`src/rtl/car_pkg.sv`:
```
package car_pkg;

  typedef enum logic [1:0] {
    M_NORMAL = 2'd0,
    M_FLUSH  = 2'd1,
    M_ACTIVE = 2'd2
  } car_mode_e;

endpackage

```
`src/rtl/car_window_decode.sv`:
```
module car_window_decode #(
  parameter int unsigned AW = 12,
  parameter int unsigned SETS = 4,
  parameter int unsigned WAYS = 2,
  parameter logic [AW-1:0] WIN_BASE = 12'h800,
  localparam int unsigned SB = $clog2(SETS),
  localparam int unsigned WB = $clog2(WAYS),
  localparam int unsigned LB = SB + WB
) (
  input  logic [AW-1:0] addr_i,
  output logic          in_win_o,
  output logic [SB-1:0] set_o,
  output logic [LB-1:0] line_o
);

  function automatic logic [SB-1:0] win_set(input logic [AW-1:0] a);
    return a[SB-1:0];
  endfunction

  function automatic logic [WB-1:0] win_way(input logic [AW-1:0] a);
    return a[LB-1:SB];
  endfunction

  function automatic logic win_match(input logic [AW-1:0] a);
    return a[AW-1:LB] == WIN_BASE[AW-1:LB];
  endfunction

  assign in_win_o = win_match(addr_i);
  assign set_o    = win_set(addr_i);
  assign line_o   = {win_set(addr_i), win_way(addr_i)};

endmodule

```
`src/rtl/car_arbiter.sv`:
```
module car_arbiter (
  input  logic hold_i,
  input  logic cpu_req_i,
  input  logic dma_req_i,
  output logic cpu_gnt_o,
  output logic dma_gnt_o,
  output logic sel_dma_o
);

  assign cpu_gnt_o = cpu_req_i && !hold_i;
  assign dma_gnt_o = dma_req_i && !cpu_req_i && !hold_i;
  assign sel_dma_o = !cpu_req_i;

endmodule

```
`src/rtl/car_mode_fsm.sv`:
```
module car_mode_fsm
  import car_pkg::*;
#(
  parameter int unsigned LINES = 8,
  localparam int unsigned LB = $clog2(LINES)
) (
  input  logic          clk,
  input  logic          rst_n,
  input  logic          enter_i,
  input  logic          leave_i,
  input  logic          line_dirty_i,
  input  logic          wb_ready_i,
  output logic [LB-1:0] flush_idx_o,
  output logic          line_clear_o,
  output logic          wb_valid_o,
  output logic          busy_o,
  output logic          active_o
);

  localparam logic [LB-1:0] LAST = LB'(LINES - 1);

  car_mode_e     mode_q;
  logic [LB-1:0] idx_q;
  logic          advance;

  assign advance      = (mode_q == M_FLUSH) && (!line_dirty_i || wb_ready_i);
  assign line_clear_o = advance;
  assign wb_valid_o   = (mode_q == M_FLUSH) && line_dirty_i;
  assign busy_o       = (mode_q == M_FLUSH);
  assign active_o     = (mode_q == M_ACTIVE);
  assign flush_idx_o  = idx_q;

  always_ff @(posedge clk) begin
    if (!rst_n) begin
      mode_q <= M_NORMAL;
      idx_q  <= '0;
    end else begin
      unique case (mode_q)
        M_NORMAL: if (enter_i) begin
          mode_q <= M_FLUSH;
          idx_q  <= '0;
        end
        M_FLUSH: if (advance) begin
          if (idx_q == LAST) begin
            mode_q <= M_ACTIVE;
            idx_q  <= '0;
          end else begin
            idx_q <= idx_q + 1'b1;
          end
        end
        M_ACTIVE: if (leave_i) mode_q <= M_NORMAL;
        default: mode_q <= M_NORMAL;
      endcase
    end
  end

  p_busy_excl_r2: assert property (@(posedge clk) disable iff (!rst_n)
    !(busy_o && active_o));

  p_enter_r2: assert property (@(posedge clk) disable iff (!rst_n)
    (mode_q == M_NORMAL && enter_i) |=> busy_o);

  p_flush_order_r3: assert property (@(posedge clk) disable iff (!rst_n)
    (line_clear_o && idx_q != LAST) |=> (busy_o && idx_q == $past(idx_q) + 1'b1));

  p_flush_stall_r3: assert property (@(posedge clk) disable iff (!rst_n)
    (wb_valid_o && !wb_ready_i) |=> (wb_valid_o && $stable(idx_q)));

  p_leave_fast_r7: assert property (@(posedge clk) disable iff (!rst_n)
    (active_o && leave_i) |=> (!active_o && !busy_o));

  p_leave_idle_r10: assert property (@(posedge clk) disable iff (!rst_n)
    (mode_q == M_NORMAL && leave_i && !enter_i) |=> (mode_q == M_NORMAL));

endmodule

```
`src/rtl/car_ram_ctrl.sv`:
```
module car_ram_ctrl #(
  parameter int unsigned AW = 12,
  parameter int unsigned DW = 16,
  parameter int unsigned SETS = 4,
  parameter int unsigned WAYS = 2,
  parameter logic [AW-1:0] WIN_BASE = 12'h800
) (
  input  logic          clk,
  input  logic          rst_n,
  input  logic          mode_enter_i,
  input  logic          mode_leave_i,
  output logic          car_active_o,
  output logic          busy_o,
  input  logic          cpu_req_i,
  input  logic          cpu_we_i,
  input  logic [AW-1:0] cpu_addr_i,
  input  logic [DW-1:0] cpu_wdata_i,
  output logic          cpu_gnt_o,
  output logic          cpu_rvalid_o,
  output logic [DW-1:0] cpu_rdata_o,
  output logic          cpu_err_o,
  input  logic          dma_req_i,
  input  logic          dma_we_i,
  input  logic [AW-1:0] dma_addr_i,
  input  logic [DW-1:0] dma_wdata_i,
  output logic          dma_gnt_o,
  output logic          dma_rvalid_o,
  output logic [DW-1:0] dma_rdata_o,
  output logic          dma_err_o,
  output logic          wb_valid_o,
  input  logic          wb_ready_o,
  output logic [AW-1:0] wb_addr_o,
  output logic [DW-1:0] wb_data_o
);

  localparam int unsigned SB    = $clog2(SETS);
  localparam int unsigned WB    = $clog2(WAYS);
  localparam int unsigned LB    = SB + WB;
  localparam int unsigned LINES = SETS * WAYS;
  localparam int unsigned TW    = AW - SB;

  logic [DW-1:0]    data_q [LINES];
  logic [TW-1:0]    tag_q  [LINES];
  logic [LINES-1:0] val_q, dty_q;

  logic [LB-1:0] flush_idx;
  logic          line_clear, line_dirty;

  logic          sel_dma, req_v, a_we, in_win;
  logic [AW-1:0] a_addr;
  logic [DW-1:0] a_wdata;
  logic [SB-1:0] a_set;
  logic [LB-1:0] win_line;
  logic [TW-1:0] a_tag;

  car_mode_fsm #(.LINES(LINES)) u_fsm (
    .clk(clk), .rst_n(rst_n),
    .enter_i(mode_enter_i), .leave_i(mode_leave_i),
    .line_dirty_i(line_dirty), .wb_ready_i(wb_ready_o),
    .flush_idx_o(flush_idx), .line_clear_o(line_clear),
    .wb_valid_o(wb_valid_o), .busy_o(busy_o), .active_o(car_active_o)
  );

  car_arbiter u_arb (
    .hold_i(busy_o), .cpu_req_i(cpu_req_i), .dma_req_i(dma_req_i),
    .cpu_gnt_o(cpu_gnt_o), .dma_gnt_o(dma_gnt_o), .sel_dma_o(sel_dma)
  );

  assign req_v   = cpu_gnt_o || dma_gnt_o;
  assign a_we    = sel_dma ? dma_we_i    : cpu_we_i;
  assign a_addr  = sel_dma ? dma_addr_i  : cpu_addr_i;
  assign a_wdata = sel_dma ? dma_wdata_i : cpu_wdata_i;
  assign a_tag   = a_addr[AW-1:SB];

  car_window_decode #(.AW(AW), .SETS(SETS), .WAYS(WAYS), .WIN_BASE(WIN_BASE)) u_dec (
    .addr_i(a_addr), .in_win_o(in_win), .set_o(a_set), .line_o(win_line)
  );

  assign line_dirty = val_q[flush_idx] && dty_q[flush_idx];
  assign wb_addr_o  = {tag_q[flush_idx], flush_idx[LB-1:WB]};
  assign wb_data_o  = data_q[flush_idx];

  // Normal-mode lookup: hit way and lowest invalid way of the set.
  logic          hit, free;
  logic [LB-1:0] hit_line, free_line;

  always_comb begin
    logic [LB-1:0] ln;
    hit = 1'b0; hit_line = '0; free = 1'b0; free_line = '0;
    for (int w = WAYS - 1; w >= 0; w--) begin
      ln = {a_set, WB'(w)};
      if (val_q[ln] && tag_q[ln] == a_tag) begin
        hit = 1'b1; hit_line = ln;
      end
      if (!val_q[ln]) begin
        free = 1'b1; free_line = ln;
      end
    end
  end

  logic          acc_err, do_wr, wr_alloc;
  logic [DW-1:0] acc_rdata;
  logic [LB-1:0] wr_line;

  always_comb begin
    acc_err = 1'b0; acc_rdata = '0; do_wr = 1'b0; wr_line = '0; wr_alloc = 1'b0;
    if (car_active_o) begin
      if (in_win) begin
        acc_rdata = data_q[win_line];
        do_wr     = a_we;
        wr_line   = win_line;
      end else begin
        acc_err = 1'b1;
      end
    end else if (sel_dma) begin
      acc_err = 1'b1;
    end else if (a_we) begin
      if (hit) begin
        do_wr = 1'b1; wr_line = hit_line;
      end else if (free) begin
        do_wr = 1'b1; wr_line = free_line; wr_alloc = 1'b1;
      end else begin
        acc_err = 1'b1;
      end
    end else if (hit) begin
      acc_rdata = data_q[hit_line];
    end else begin
      acc_err = 1'b1;
    end
  end

  always_ff @(posedge clk) begin
    if (req_v && do_wr) begin
      data_q[wr_line] <= a_wdata;
      if (!car_active_o && wr_alloc) tag_q[wr_line] <= a_tag;
    end
  end

  always_ff @(posedge clk) begin
    if (!rst_n) begin
      val_q <= '0;
      dty_q <= '0;
      cpu_rvalid_o <= 1'b0; cpu_err_o <= 1'b0; cpu_rdata_o <= '0;
      dma_rvalid_o <= 1'b0; dma_err_o <= 1'b0; dma_rdata_o <= '0;
    end else begin
      if (line_clear) begin
        val_q[flush_idx] <= 1'b0;
        dty_q[flush_idx] <= 1'b0;
      end
      if (req_v && do_wr && !car_active_o) begin
        val_q[wr_line] <= 1'b1;
        dty_q[wr_line] <= 1'b1;
      end
      cpu_rvalid_o <= cpu_gnt_o;
      cpu_err_o    <= cpu_gnt_o && acc_err;
      cpu_rdata_o  <= (cpu_gnt_o && !a_we && !acc_err) ? acc_rdata : '0;
      dma_rvalid_o <= dma_gnt_o;
      dma_err_o    <= dma_gnt_o && acc_err;
      dma_rdata_o  <= (dma_gnt_o && !a_we && !acc_err) ? acc_rdata : '0;
    end
  end

  p_no_tags_active_r1: assert property (@(posedge clk) disable iff (!rst_n)
    car_active_o |-> (val_q == '0));

  p_wb_hold_r3: assert property (@(posedge clk) disable iff (!rst_n)
    (wb_valid_o && !wb_ready_o) |=> ($stable(wb_addr_o) && $stable(wb_data_o)));

  p_one_grant_r9: assert property (@(posedge clk) disable iff (!rst_n)
    !(cpu_gnt_o && dma_gnt_o));

  p_cpu_first_r9: assert property (@(posedge clk) disable iff (!rst_n)
    (cpu_req_i && dma_req_i && !busy_o) |=> (cpu_rvalid_o && !dma_rvalid_o));

  p_no_grant_flush_r12: assert property (@(posedge clk) disable iff (!rst_n)
    busy_o |-> (!cpu_gnt_o && !dma_gnt_o));

  p_one_resp_r12: assert property (@(posedge clk) disable iff (!rst_n)
    busy_o |=> (!cpu_rvalid_o && !dma_rvalid_o));

endmodule

```
`config.mk`:
```
export PLATFORM = sky130hd
export DESIGN_NAME = car_ram_ctrl
export DESIGN_NICKNAME = d
export VERILOG_FILES = /design/src/rtl/car_pkg.sv /design/src/rtl/car_window_decode.sv /design/src/rtl/car_arbiter.sv /design/src/rtl/car_mode_fsm.sv /design/src/rtl/car_ram_ctrl.sv
export SDC_FILE = /design/constraint.sdc
export NUM_CORES = 1
export LEC_CHECK = 0
export BUFFER_PORTS_ARGS = -buffer_cell sky130_fd_sc_hd__buf_2
export CAP_MARGIN = 10
export CORE_AREA = 2 2 190 192
export CTS_CLUSTER_SIZE = 16
export DETAILED_ROUTE_END_ITERATION = 7
export DIE_AREA = 0 0 192 194
export PLACE_DENSITY_LB_ADDON = 0.3
export SYNTH_ARGS = -nofsm -noshare
export SYNTH_HDL_FRONTEND = slang
export SYNTH_SLANG_ARGS = --single-unit
```
`constraint.sdc`:
```
create_clock -name clk -period 3.5 [get_ports clk]
set_input_delay 0.175 -clock clk [delete_from_list [all_inputs] [get_ports clk]]
set_output_delay 0.175 -clock clk [all_outputs]
set_load 0.03 [all_outputs]
```
# == After elaboration in Yosys (flattened, before gate mapping) ==
# Memories as Yosys holds them, arrays and structs flattened. A register that Yosys moved wholly into a read port is not among the register bits.
# Cells that the tools add are included.
# totals
ff_bits,57
mem_count,2
word_cells,142
out_inout_bits,69
mem_bits_rw,208
input_bits,65
# classes
bitwise_logic,5
mux,75
eq_ne,10
magnitude_cmp,6
reduce_logical,33
n_addsub,1
# mem_list
name,words,width,rd,rd_ports_with_merged_regs,write_ports,line,source
data_q,8,16,3,1,1,car_ram_ctrl.sv:42,logic [DW-1:0] data_q [LINES];
tag_q,8,10,3,1,1,car_ram_ctrl.sv:43,logic [TW-1:0] tag_q [LINES];
# op_table
operator,n
$mux 16,6
$mux 3,17
$mux 8,6
$mux 1,33
$eq 10x10->1,2
$logic_and 1x1->1,19
$and 8x8->8,2
$lt 3x4->1 const B,4
$or 8x8->8,2
$mux 12,1
$eq 9x9->1 const B,1
$mux 2,4
$ne 2x2->1 const B,4
$not 8->8,1
$bmux 1 s3,2
$demux 1 s3,2
$ge 3x1->1 const B,2
$logic_not 1->1,6
$pmux 2 s3,1
$pmux 3 s2,1
$bmux 1 s2,2
$reduce_and 2->1,2
$reduce_and 4->1,1
$add 3x1->3 const B,1
other kinds (7),8

# == Longest topological paths before layout ==
# Gate-level depths: netlist of run 1.
# logic_depth
word_depth,16
mapped_depth,15
mapped_depth_nobuf,11

# == Cells and area by module ==
# A second synthesis of run 1 with hierarchy kept.
# unflattened
cells_unflattened,1059
hier_area_um2,13760.7
# by_module_without_submodules
mod,cells_each,seq_area_each_um2,area_each_um2,n_inst
car_ram_ctrl,1017,7287.0,13390.3,1
car_mode_fsm,31,100.1,279.0,1
car_window_decode,8,0.0,66.3,1
car_arbiter,3,0.0,25.0,1

# == Least setup slack after synthesis of run 1 ==
# OpenSTA, ideal clock, no wires.
# synth_timing
path_type,input to register
start,input cpu_req_i
end,memory data_q[2][0] (enable)
setup_time_ns,0.388
setup_slack_ns,-0.258
required_time_ns,3.112
cell_stages,12
arrival_time_ns,3.369
path_buffers,3
cell_sequence,buf_4 buf_2 mux2i_1 inv_1 nand3_1 o2111ai_1 or2_1 or4_4 buf_6 o211ai_1 nand3_1 nor2_1
# synth_between
elab_cells_between_ends,40
cone_classes,eq/ne (3); mux (28); reduce/logical (8); memory (1)
# synth_rtl
item,line,source
start: declaration,car_ram_ctrl.sv:14,"input logic cpu_req_i,"
$mux 12 *,car_ram_ctrl.sv:71,assign a_addr = sel_dma ? dma_addr_i : cpu_addr_i;
via a_addr[9],car_ram_ctrl.sv:50,logic [AW-1:0] a_addr;
$eq 10x10->1,car_ram_ctrl.sv:92,if (val_q[ln] && tag_q[ln] == a_tag) begin
$logic_and 1x1->1,car_ram_ctrl.sv:92,
$mux 1 (2 in series),car_ram_ctrl.sv:92,
$mux 1,car_ram_ctrl.sv:118,if (hit) begin
$mux 1,car_ram_ctrl.sv:117,end else if (a_we) begin
$mux 1,car_ram_ctrl.sv:115,end else if (sel_dma) begin
$mux 1,car_ram_ctrl.sv:107,if (car_active_o) begin
$logic_and 1x1->1,car_ram_ctrl.sv:133,if (req_v && do_wr) begin
$mux 1,car_ram_ctrl.sv:133,
$mux 1 (implied by the code),car_ram_ctrl.sv:134,data_q[wr_line] <= a_wdata;
end: declaration,car_ram_ctrl.sv:42,
# The timed path passes the listed nets; every way through them passes the cells marked *. The select of a mux whose other input is x is not followed.

==> run_results.csv, run 1 <==
group,metric,value,unit
cts,insertion_delay,0.56,ns
power_and_ir_drop,vdd_ir_drop_max,0.000359,V
setup_path,path_max_fanout,5,
setup_path,cp-endpoint,"tag_q[4][7]",
die,core_region_area,35200,um^2
drt,vias,10900,
logic_synthesis,ys.flop_type,"edfxtp_1",
power_and_ir_drop,power_density,440,nW/um^2
logic_synthesis,async_reset_ff_share,0,%
cts,cts.path.max_buffers,3,
cts,clock-sinks,268,
cts,cts_buffers,29,
die,ios,134,
logic_synthesis,synth_edf_count,208,
logic_synthesis,yosysUniqueCellTypes,65,
finish,fin_nets,1436,
setup_path,required,3.77,ns
die,die_height,194,um
setup_path,start_kind,"register",
setup_path,cp_slowest_cell,"mux4_2",
die,rows,69,
finish,syn2layout_area_growth,23.7,%
power_and_ir_drop,p_sw,1.79,mW
min_path,hold_path_class,"in -> reg",
power_and_ir_drop,p_seq_share,46.3,%
finish,final_cell_mix,"edfxtp_1, nand2_1, buf_2",
setup_path,critPathCaptureType,"register",
drt,drtPass1Iterations,5,
timing,clock_skew,0.0275,ns
die,die_area,37200,um^2
cts,h-tree-depth,1,
power_and_ir_drop,total_power,7.55,mW
global_routing,grt_pass1_wl,63.6,mm
power_and_ir_drop,p_sw_share,23.7,%
timing,drv_slew,0,
finish,antennaDiodeCount,0,
place,port_buffers,133,
cts,tritoncts,"yes",
cts,clk_pin_slew_worst_paths,0.06,ns
logic_synthesis,synth_top_area_share,45.0,%
drt,first_iter_violations,1196,
logic_synthesis,synthCells,1155,
drt,routed_wl,42.4,mm
die,fp.dieW,192,um
timing,layout_min_cycle_time,3.40,ns
timing,rsz0062_at_grt,"yes",
place,gp_congestion,0.893,
power_and_ir_drop,leakagePower,6.26,nW
logic_synthesis,synth-warning-count,0,
logic_synthesis,synth_area_leader_cell,"edfxtp_1",
power_and_ir_drop,clkPwrFrac,42.4,%
finish,fill_cells,3154,
finish,layoutNonFillerInstCount,1852,
timing,slew_headroom,34.5,%
die,initial_core_util,39.4,%
run,maxCapViolations,0,
setup_path,arrival,3.67,ns
place,placed_cells,1793,
setup_path,max_stage_delay,0.51,ns
drt,via_per_inst,5.87,
finish,drive_gt1_share,33.4,%
finish,final_common_cell,"edfxtp_1",
global_routing,grt_overflow_total,0,
logic_synthesis,synth_area,13900,um^2
logic_synthesis,yosys-top-cells-area,"edfxtp_1, mux4_2, dfxtp_1",
global_routing,antenna_found_initial,0,
timing,clock.fmax,0.294,GHz
place,hpwl,28.5,mm
setup_path,r2r_cells,11,
setup_path,worstSetupPathType,"reg -> reg",
timing,whs,0.0382,ns
setup_path,cp_num_buf_inv,2,
drt,drc,0,
min_path,min_path_cells,2,
logic_synthesis,synth.avg_cell_area,12.0,um^2
setup_path,regToRegEndpoint,"tag_q[4][7]",
cts,cts-root-buf,"clkbuf_16",
global_routing,grt_pass1_vias,10700,
logic_synthesis,synth.net_count,1222,
setup_path,crit_family,"simple AND/OR/NAND/NOR gates",
setup_path,path_cells,"mux4_2 > xnor2_2 > o2111ai_2 > or2_4 > buf_4 > nor4_2 > o31ai_1 > a21oi_2 > nand2_2 > nor2_4 > clkbuf_16",
power_and_ir_drop,p_int,5.76,mW
setup_path,timing.rr.start,"tag_q[6][3]",
global_routing,grt_util_all_layers,22.4,%
logic_synthesis,synth-seq-cells,268,
drt,wl_per_cell,22.9,um
setup_path,critPathLaunch,"tag_q[6][3]",
power_and_ir_drop,pwr-share-comb,11.3,%
timing,worst_pin_slew,0.982,ns
timing,setup_viol,0,
timing,finalCritPeriodShare,97.1,%
setup_path,path_depth,11,
drt,final_antenna_net_count,0,
timing,hold_viol_final,0,
global_routing,grt_max_degree,82,
logic_synthesis,seq_area_frac_synth,53.7,%
outcome,outcome,"complete, no violations",
setup_path,r2r_slack,0.10,ns
sequential cells by signal, summed over array words and instances, names as in the netlist, 2 cells and up, named ones only:
register	flops
u_fsm.flush_idx_o	3
tag_q	80
cpu_rdata_o	16
u_fsm.mode_q	2
dty_q	8
val_q	8
dma_rdata_o	16
data_q	128
stage by stage:
step | instance area, um^2 | utilization (%) | setup TNS, ns | worst slack (ns)
2_1_floorplan | 13900 | - | -17.40 | -0.137
3_3_place_gp | 16000 | 45.4 | -44.09 | -0.267
3_5_place_dp | 16000 | 45.4 | -51.31 | -0.303
4_1_cts | 17000 | 48.4 | 0 | 0.0233
5_1_grt | 17200 | 48.7 | -1.32 | -0.0415
6_report | 17200 | 48.7 | 0 | 0.102
worst min path at each step:
stage / startpoint / end / slack [ns]
final: dma_wdata_i[12] / data_q[0][12] / 0.04
after global routing: dma_wdata_i[12] / data_q[0][12] / 0.05
after CTS: dma_wdata_i[12] / data_q[1][12] / 0.02
after detailed placement: dty_q[2] / dty_q[2] / 0.47
after global placement: dty_q[4] / dty_q[4] / 0.47
after floorplan: rst_n / dma_rvalid_o / 0.30
power groups by stage:
stage	Combinational [mW]	Sequential, mW	Clock (mW)
after CTS	0.843	3.50	3.24
after global placement	0.823	3.56	0
final	0.856	3.49	3.20
after global routing	0.918	3.50	3.37
after detailed placement	0.833	3.56	0
after floorplan	0.527	3.54	0
cell type report:
cell class | instances | area, um^2 | area share (%)
Clock buffer | 37 | 776 | 4.52
Timing Repair Buffer | 268 | 1930 | 11.2
Clock inverter | 16 | 221 | 1.29
Sequential cell | 268 | 7450 | 43.4
Multi-Input combinational cell | 787 | 6140 | 35.8
Inverter | 15 | 56.3 | 0.328
Tap cell | 461 | 577 | 3.36
kinds of logic after synthesis:
family,share of synthesized area (%)
and+or+nand+nor,12.2
xor gates and xnor gates,0.947
DFF,53.7
AOI/OAI and AO/OA,12.9
adders and majority gates,0.180
muxes,16.9
buffers and inverters,3.21
what timing repair did:
action                     4_1_cts  5_1_grt
buffers inserted                 0        2
cloned                           0        1
hold endpoints to repair         2        0
setup endpoints to repair       33      220
hold buffers                     3        0
pin swaps                        0        4
resized for setup                4       22
Yosys cell counts, types with 15 or more instances:
| library cell | number |
|---|---|
| mux4_2 | 59 |
| mux2i_1 | 44 |
| edfxtp_1 | 208 |
| a32o_1 | 32 |
| dfxtp_1 | 60 |
| a21oi_1 | 57 |
| xnor2_1 | 15 |
| a22o_1 | 16 |
| nand2_1 | 177 |
| nor2_1 | 51 |
| inv_1 | 15 |
| clkbuf_1 | 50 |
| mux2_2 | 49 |
| o211ai_1 | 20 |
| a21o_1 | 18 |
| nand3_1 | 75 |
| o21ai_0 | 23 |
layer usage:
layer | routed length [um] | up-vias | track usage [%]
li1 | - | 4859 | -
met1 | 17400 | 5386 | 30.2
met2 | 20500 | 537 | 37.0
met3 | 3390 | 87 | 3.44
met4 | 1200 | 0 | 7.12
met5 | 0 | - | 0
worst register-to-register path: stages (launching register included):
cell       delay [ns]
edfxtp_1         0.41
mux4_2           0.51
xnor2_2          0.17
o2111ai_2        0.15
or2_4            0.28
buf_4            0.15
nor4_2           0.40
o31ai_1          0.20
a21oi_2          0.24
nand2_2          0.17
nor2_4           0.26
clkbuf_16        0.20
No activity file was read; power rests on OpenSTA's default activity.
==> run 2: changes to the inputs <==
--- a/config.mk
+++ b/config.mk
@@ -13,4 +13,5 @@
 export DIE_AREA = 0 0 192 194
 export PLACE_DENSITY_LB_ADDON = 0.3
+export REMOVE_ABC_BUFFERS = 1
 export SYNTH_ARGS = -nofsm -noshare
 export SYNTH_HDL_FRONTEND = slang
==> constraint.sdc (replaced) <==
create_clock -name clk -period 3.4 [get_ports clk]
set_input_delay 0.68 -clock clk [delete_from_list [all_inputs] [get_ports clk]]
set_output_delay 0.68 -clock clk [all_outputs]
set_load 0.03 [all_outputs]
==> run_results.csv, run 2 (same netlist as run 1, synthesis figures left out) <==
group,metric,value,unit
outcome,outcome,"finished, violations left",
outcome,violations,"setup timing",
timing,timing.setup.tns,-10.13,ns
die,initial_core_util,39.4,%
finish,final_common_cell,"edfxtp_1",
finish,syn2layout_area_growth,32.3,%
setup_path,cpMostUsedCell,"buf_4",
drt,vias,11200,
finish,reg_top3,"data_q x128, tag_q x80",
finish,antennaDiodeCount,0,
global_routing,grt_use_met1,32.2,%
finish,fin_nets,1500,
timing,finalCritPeriodShare,104,%
setup_path,start_kind,"input port",
finish,top_register,"data_q",
global_routing,antenna_found_initial,0,
setup_path,required,3.67,ns
setup_path,worstSetupPathType,"in -> reg",
drt,wl_per_cell,23.3,um
timing,layout_min_cycle_time,3.55,ns
drt,routed_wl,44.6,mm
cts,cts-root-buf,"clkbuf_16",
global_routing,grt_overflow_total,0,
die,die_area,37200,um^2
finish,final_cell_mix,"edfxtp_1, nand2_1, buf_4",
setup_path,critPathCaptureType,"register",
global_routing,grt_pass1_wl,66.3,mm
timing,drv_slew,0,
drt,final_antenna_net_count,0,
cts,cts.path.max_buffers,3,
die,rows,69,
cts,clk_pin_slew_worst_paths,0.06,ns
global_routing,grt_util_all_layers,23.5,%
cts,h-tree-depth,1,
place,gp_congestion,0.845,
place,port_buffers,133,
global_routing,grt_max_degree,82,
setup_path,arrival,3.82,ns
drt,first_iter_violations,1286,
die,ios,134,
timing,rsz0062_at_grt,"yes",
place,place_area,16200,um^2
setup_path,max_stage_delay,0.39,ns
min_path,hold_path_class,"in -> reg",
power_and_ir_drop,power_density,422,nW/um^2
die,core_region_area,35200,um^2
drt,via_per_inst,5.84,
timing,setup_viol,140,
finish,drive_gt1_share,40.9,%
timing,worst_pin_slew,0.922,ns
setup_path,cp_num_buf_inv,7,
run,maxCapViolations,0,
timing,layout_setup_ws,-0.151,ns
setup_path,crit_family,"buffers and inverters",
timing,slew_headroom,38.5,%
setup_path,path_max_fanout,8,
global_routing,grt_util_met2,36.5,%
power_and_ir_drop,total_power,7.75,mW
finish,final_area,18400,um^2
global_routing,met3_usage,4.92,%
drt,drc,0,
finish,largest_reg_flops,128,
cts,clock-sinks,268,
finish,final_core_util,52.1,%
setup_path,cp_slowest_cell,"o211ai_1",
place,dp_worst_setup_slack,-1.01,ns
setup_path,path_cells,"buf_12 > mux2_4 > buf_12 > buf_4 > mux2i_2 > buf_4 > o211ai_1 > a2111oi_4 > buf_4 > o31ai_4 > a21oi_2 > buf_4 > nand2b_4 > nor2_4 > buf_12",
power_and_ir_drop,leakagePower,6.77,nW
die,die_height,194,um
setup_path,r2r_slack,-0.04,ns
place,hpwl,29.0,mm
drt,drtPass1Iterations,6,
timing,hold_viol_final,0,
cts,cts_buffers,29,
global_routing,busiest_layer,"met2",
cts,insertion_delay,0.58,ns
power_and_ir_drop,vdd_ir_drop_max,0.000395,V
global_routing,grt_pass1_vias,11200,
cts,tritoncts,"yes",
timing,clock_skew,0.0296,ns
die,fp.dieW,192,um
timing,clock.fmax,0.282,GHz
[run 2: cell count changes in the layout (fill, tap and decap cells not counted), sizes merged]
cell	previous run	this run
buf	264	328
clkbuf	38	40
clkinvlp	3	2
inv	17	18
bufinv	5	2
dlygate4sd3	3	0
mux2	50	51
clkinv	6	8
[run 2: path summary, 6_finish.rpt]
check,start,to,cells past startpoint
min,mode_leave_i,u_fsm.mode_q[1],3
max,cpu_req_i,data_q[1][4],15
min reg2reg,dty_q[1],dty_q[1],2
max reg2reg,tag_q[1][4],tag_q[5][6],14
[run 2: final cells by class]
cell class / count / area [um^2]
clock buffer: 37 / 817
clock inverter: 15 / 143
fill: 3029 / 16900
inverter: 15 / 56.3
multi-input combinational: 788 / 6640
sequential: 268 / 7450
tap: 461 / 577
timing repair buffer: 331 / 2670
[run 2: per-layer routing]
metal / wire (um) / vias up
met1: 18400 / 5506
met5: 0 / -
met3: 3990 / 124
li1: - / 4992
met2: 20600 / 564
met4: 1600 / 0
[run 2: power by group]
group	switching [mW]	total, mW	internal, mW
Clock	1.30	3.15	1.85
Sequential	0.0233	3.59	3.57
Combinational	0.567	1.01	0.442
[run 2: worst min-delay path: stages]
cell	delay [ns]
buf_2	0.08
o32ai_1	0.06
and2_1	0.14
[run 2: through the flow]
stage | hold WS, ns | instances
final | 0.452 | 1915
after global routing | 0.486 | 1915
after CTS | 0.439 | 1905
after detailed placement | 0.478 | 1829
after global placement | 0.467 | 1829
after floorplan | 0.455 | 1070
[run 2: timing repair]
action	4_1_cts	5_1_grt
gates cloned	5	2
endpoints found under the setup margin	251	255
setup buffers	19	12
pin swaps	33	81
gates resized for setup	114	88
hold buffers	0	0
==> run 3: changes to the inputs <==
RECOVER_POWER = 100   (was not set)
==> run_results.csv, run 3 (same netlist as run 1, synthesis figures left out) <==
group,metric,value,unit
outcome,outcome,"finished, violations left",
outcome,violations,"setup timing",
drt,vias,11200,
finish,antennaDiodeCount,0,
run,maxCapViolations,0,
setup_path,arrival,3.81,ns
power_and_ir_drop,power_density,422,nW/um^2
setup_path,start_kind,"input port",
global_routing,grt_max_degree,82,
drt,first_iter_violations,1204,
timing,clock.fmax,0.283,GHz
drt,final_antenna_net_count,0,
timing,setup_viol,131,
power_and_ir_drop,p_sw_share,24.5,%
die,die_area,37200,um^2
place,place_area,16200,um^2
die,initial_core_util,39.4,%
timing,slew_headroom,38.2,%
place,hpwl,29.0,mm
place,gp_congestion,0.845,
setup_path,timing.rr.start,"tag_q[1][4]",
timing,rsz0062_at_grt,"yes",
timing,hold_viol_final,0,
cts,clk_pin_slew_worst_paths,0.06,ns
finish,final_core_util,52.1,%
drt,via_per_inst,5.85,
place,port_buffers,133,
finish,final_cell_mix,"edfxtp_1, nand2_1, buf_4",
setup_path,critPathCaptureType,"register",
power_and_ir_drop,leakagePower,6.76,nW
power_and_ir_drop,pwr-share-comb,13.0,%
die,die_height,194,um
global_routing,grt_util_all_layers,23.5,%
cts,cts_buffers,29,
timing,drv_slew,0,
cts,h-tree-depth,1,
die,core_region_area,35200,um^2
power_and_ir_drop,total_power,7.75,mW
finish,largest_reg_flops,128,
setup_path,worstSetupPathType,"in -> reg",
drt,drtPass1Iterations,6,
setup_path,required,3.68,ns
power_and_ir_drop,p_sw,1.90,mW
drt,wl_per_cell,23.4,um
power_and_ir_drop,p_int,5.85,mW
timing,clock_skew,0.0313,ns
finish,final_area,18300,um^2
min_path,hold_path_class,"in -> reg",
drt,routed_wl,44.7,mm
cts,clock-sinks,268,
cts,insertion_delay,0.58,ns
global_routing,grt_pass1_wl,66.3,mm
finish,reg_top3,"data_q x128, tag_q x80",
global_routing,grt_overflow_total,0,
place,dp_worst_setup_slack,-1.01,ns
setup_path,critPathLaunch,"cpu_req_i",
finish,final_common_cell,"edfxtp_1",
setup_path,path_max_fanout,8,
die,fp.dieW,192,um
timing,worst_pin_slew,0.927,ns
power_and_ir_drop,clkPwrFrac,40.7,%
global_routing,antenna_found_initial,0,
timing,finalCritPeriodShare,104,%
global_routing,grt_pass1_vias,11200,
timing,layout_setup_ws,-0.135,ns
finish,drive_gt1_share,40.1,%
cts,cts.path.max_buffers,3,
finish,top_register,"data_q",
power_and_ir_drop,p_seq_share,46.3,%
min_path,hold_start,"mode_leave_i",
die,rows,69,
finish,fin_nets,1500,
power_and_ir_drop,vdd_ir_drop_max,0.000397,V
finish,syn2layout_area_growth,32.3,%
timing,layout_min_cycle_time,3.54,ns
drt,drc,0,
timing,whs,0.450,ns
cts,cts-root-buf,"clkbuf_16",
die,ios,134,
cts,tritoncts,"yes",
run 3: cell types whose count changed in the layout (fill, tap and decap cells not counted):
cell,before,now
buf_4,133,132
clkbuf_1,3,4
mux2_1,0,10
mux2_2,48,38
run 3: final timing paths:
path / end / slack, ns / cells after the start
setup / recovery: data_q[1][3] / -0.14 / 15
hold / removal: u_fsm.mode_q[1] / 0.45 / 3
setup reg to reg: tag_q[5][6] / -0.03 / 14
hold reg to reg: dty_q[1] / 0.48 / 2
run 3: per-stage QoR:
| stage | setup TNS (ns) | cells |
|---|---|---|
| after detailed placement | -219.30 | 1829 |
| after global routing | -21.71 | 1915 |
| after floorplan | -852.01 | 1070 |
| after global placement | -210.44 | 1829 |
| after CTS | -3.87 | 1905 |
| final | -8.74 | 1915 |
run 3: what timing repair did:
item | in CTS | in global routing
buffers inserted | 19 | 12
pin swaps | 33 | 81
endpoints found under the setup margin | 251 | 255
gates cloned | 5 | 2
resized for setup | 114 | 88
hold buffers | 0 | 0
run 3: critical path, stage by stage:
cell and delay [ns]:
buf_12 0.11, mux2_4 0.37, buf_12 0.16, buf_4 0.14
mux2i_2 0.16, buf_4 0.14, o211ai_1 0.39, a2111oi_4 0.14
buf_4 0.20, o31ai_4 0.35, a21oi_2 0.14, buf_4 0.17
nand2b_4 0.21, nor2_4 0.25, buf_12 0.19
run 3: final cells by class:
class / instances / area, um^2
multi-input cells: 788 / 6640
inverters: 15 / 56.3
clock inverters: 15 / 143
clock buffers: 37 / 817
well taps: 461 / 577
fillers: 3030 / 16900
flip-flops and latches: 268 / 7450
repair buffers: 331 / 2660
run 3: power groups by stage:
stage	logic, mW	registers (mW)	clock network [mW]
finish	1.01	3.59	3.15
global route	1.07	3.59	3.32
CTS	0.953	3.59	3.20
detailed placement	0.885	3.66	0
global placement	0.873	3.66	0
floorplan	0.490	3.67	0
run 3: metal layers:
| metal | share of wire [%] | vias up | GRT usage (%) | wire length [um] |
|---|---|---|---|---|
| met4 | 3.7 | 0 | 9.19 | 1650 |
| met5 | 0 | - | 0 | 0 |
| met1 | 41 | 5468 | 32.2 | 18200 |
| li1 | - | 4992 | - | - |
| met3 | 9.4 | 131 | 4.92 | 4220 |
| met2 | 46 | 617 | 36.5 | 20600 |
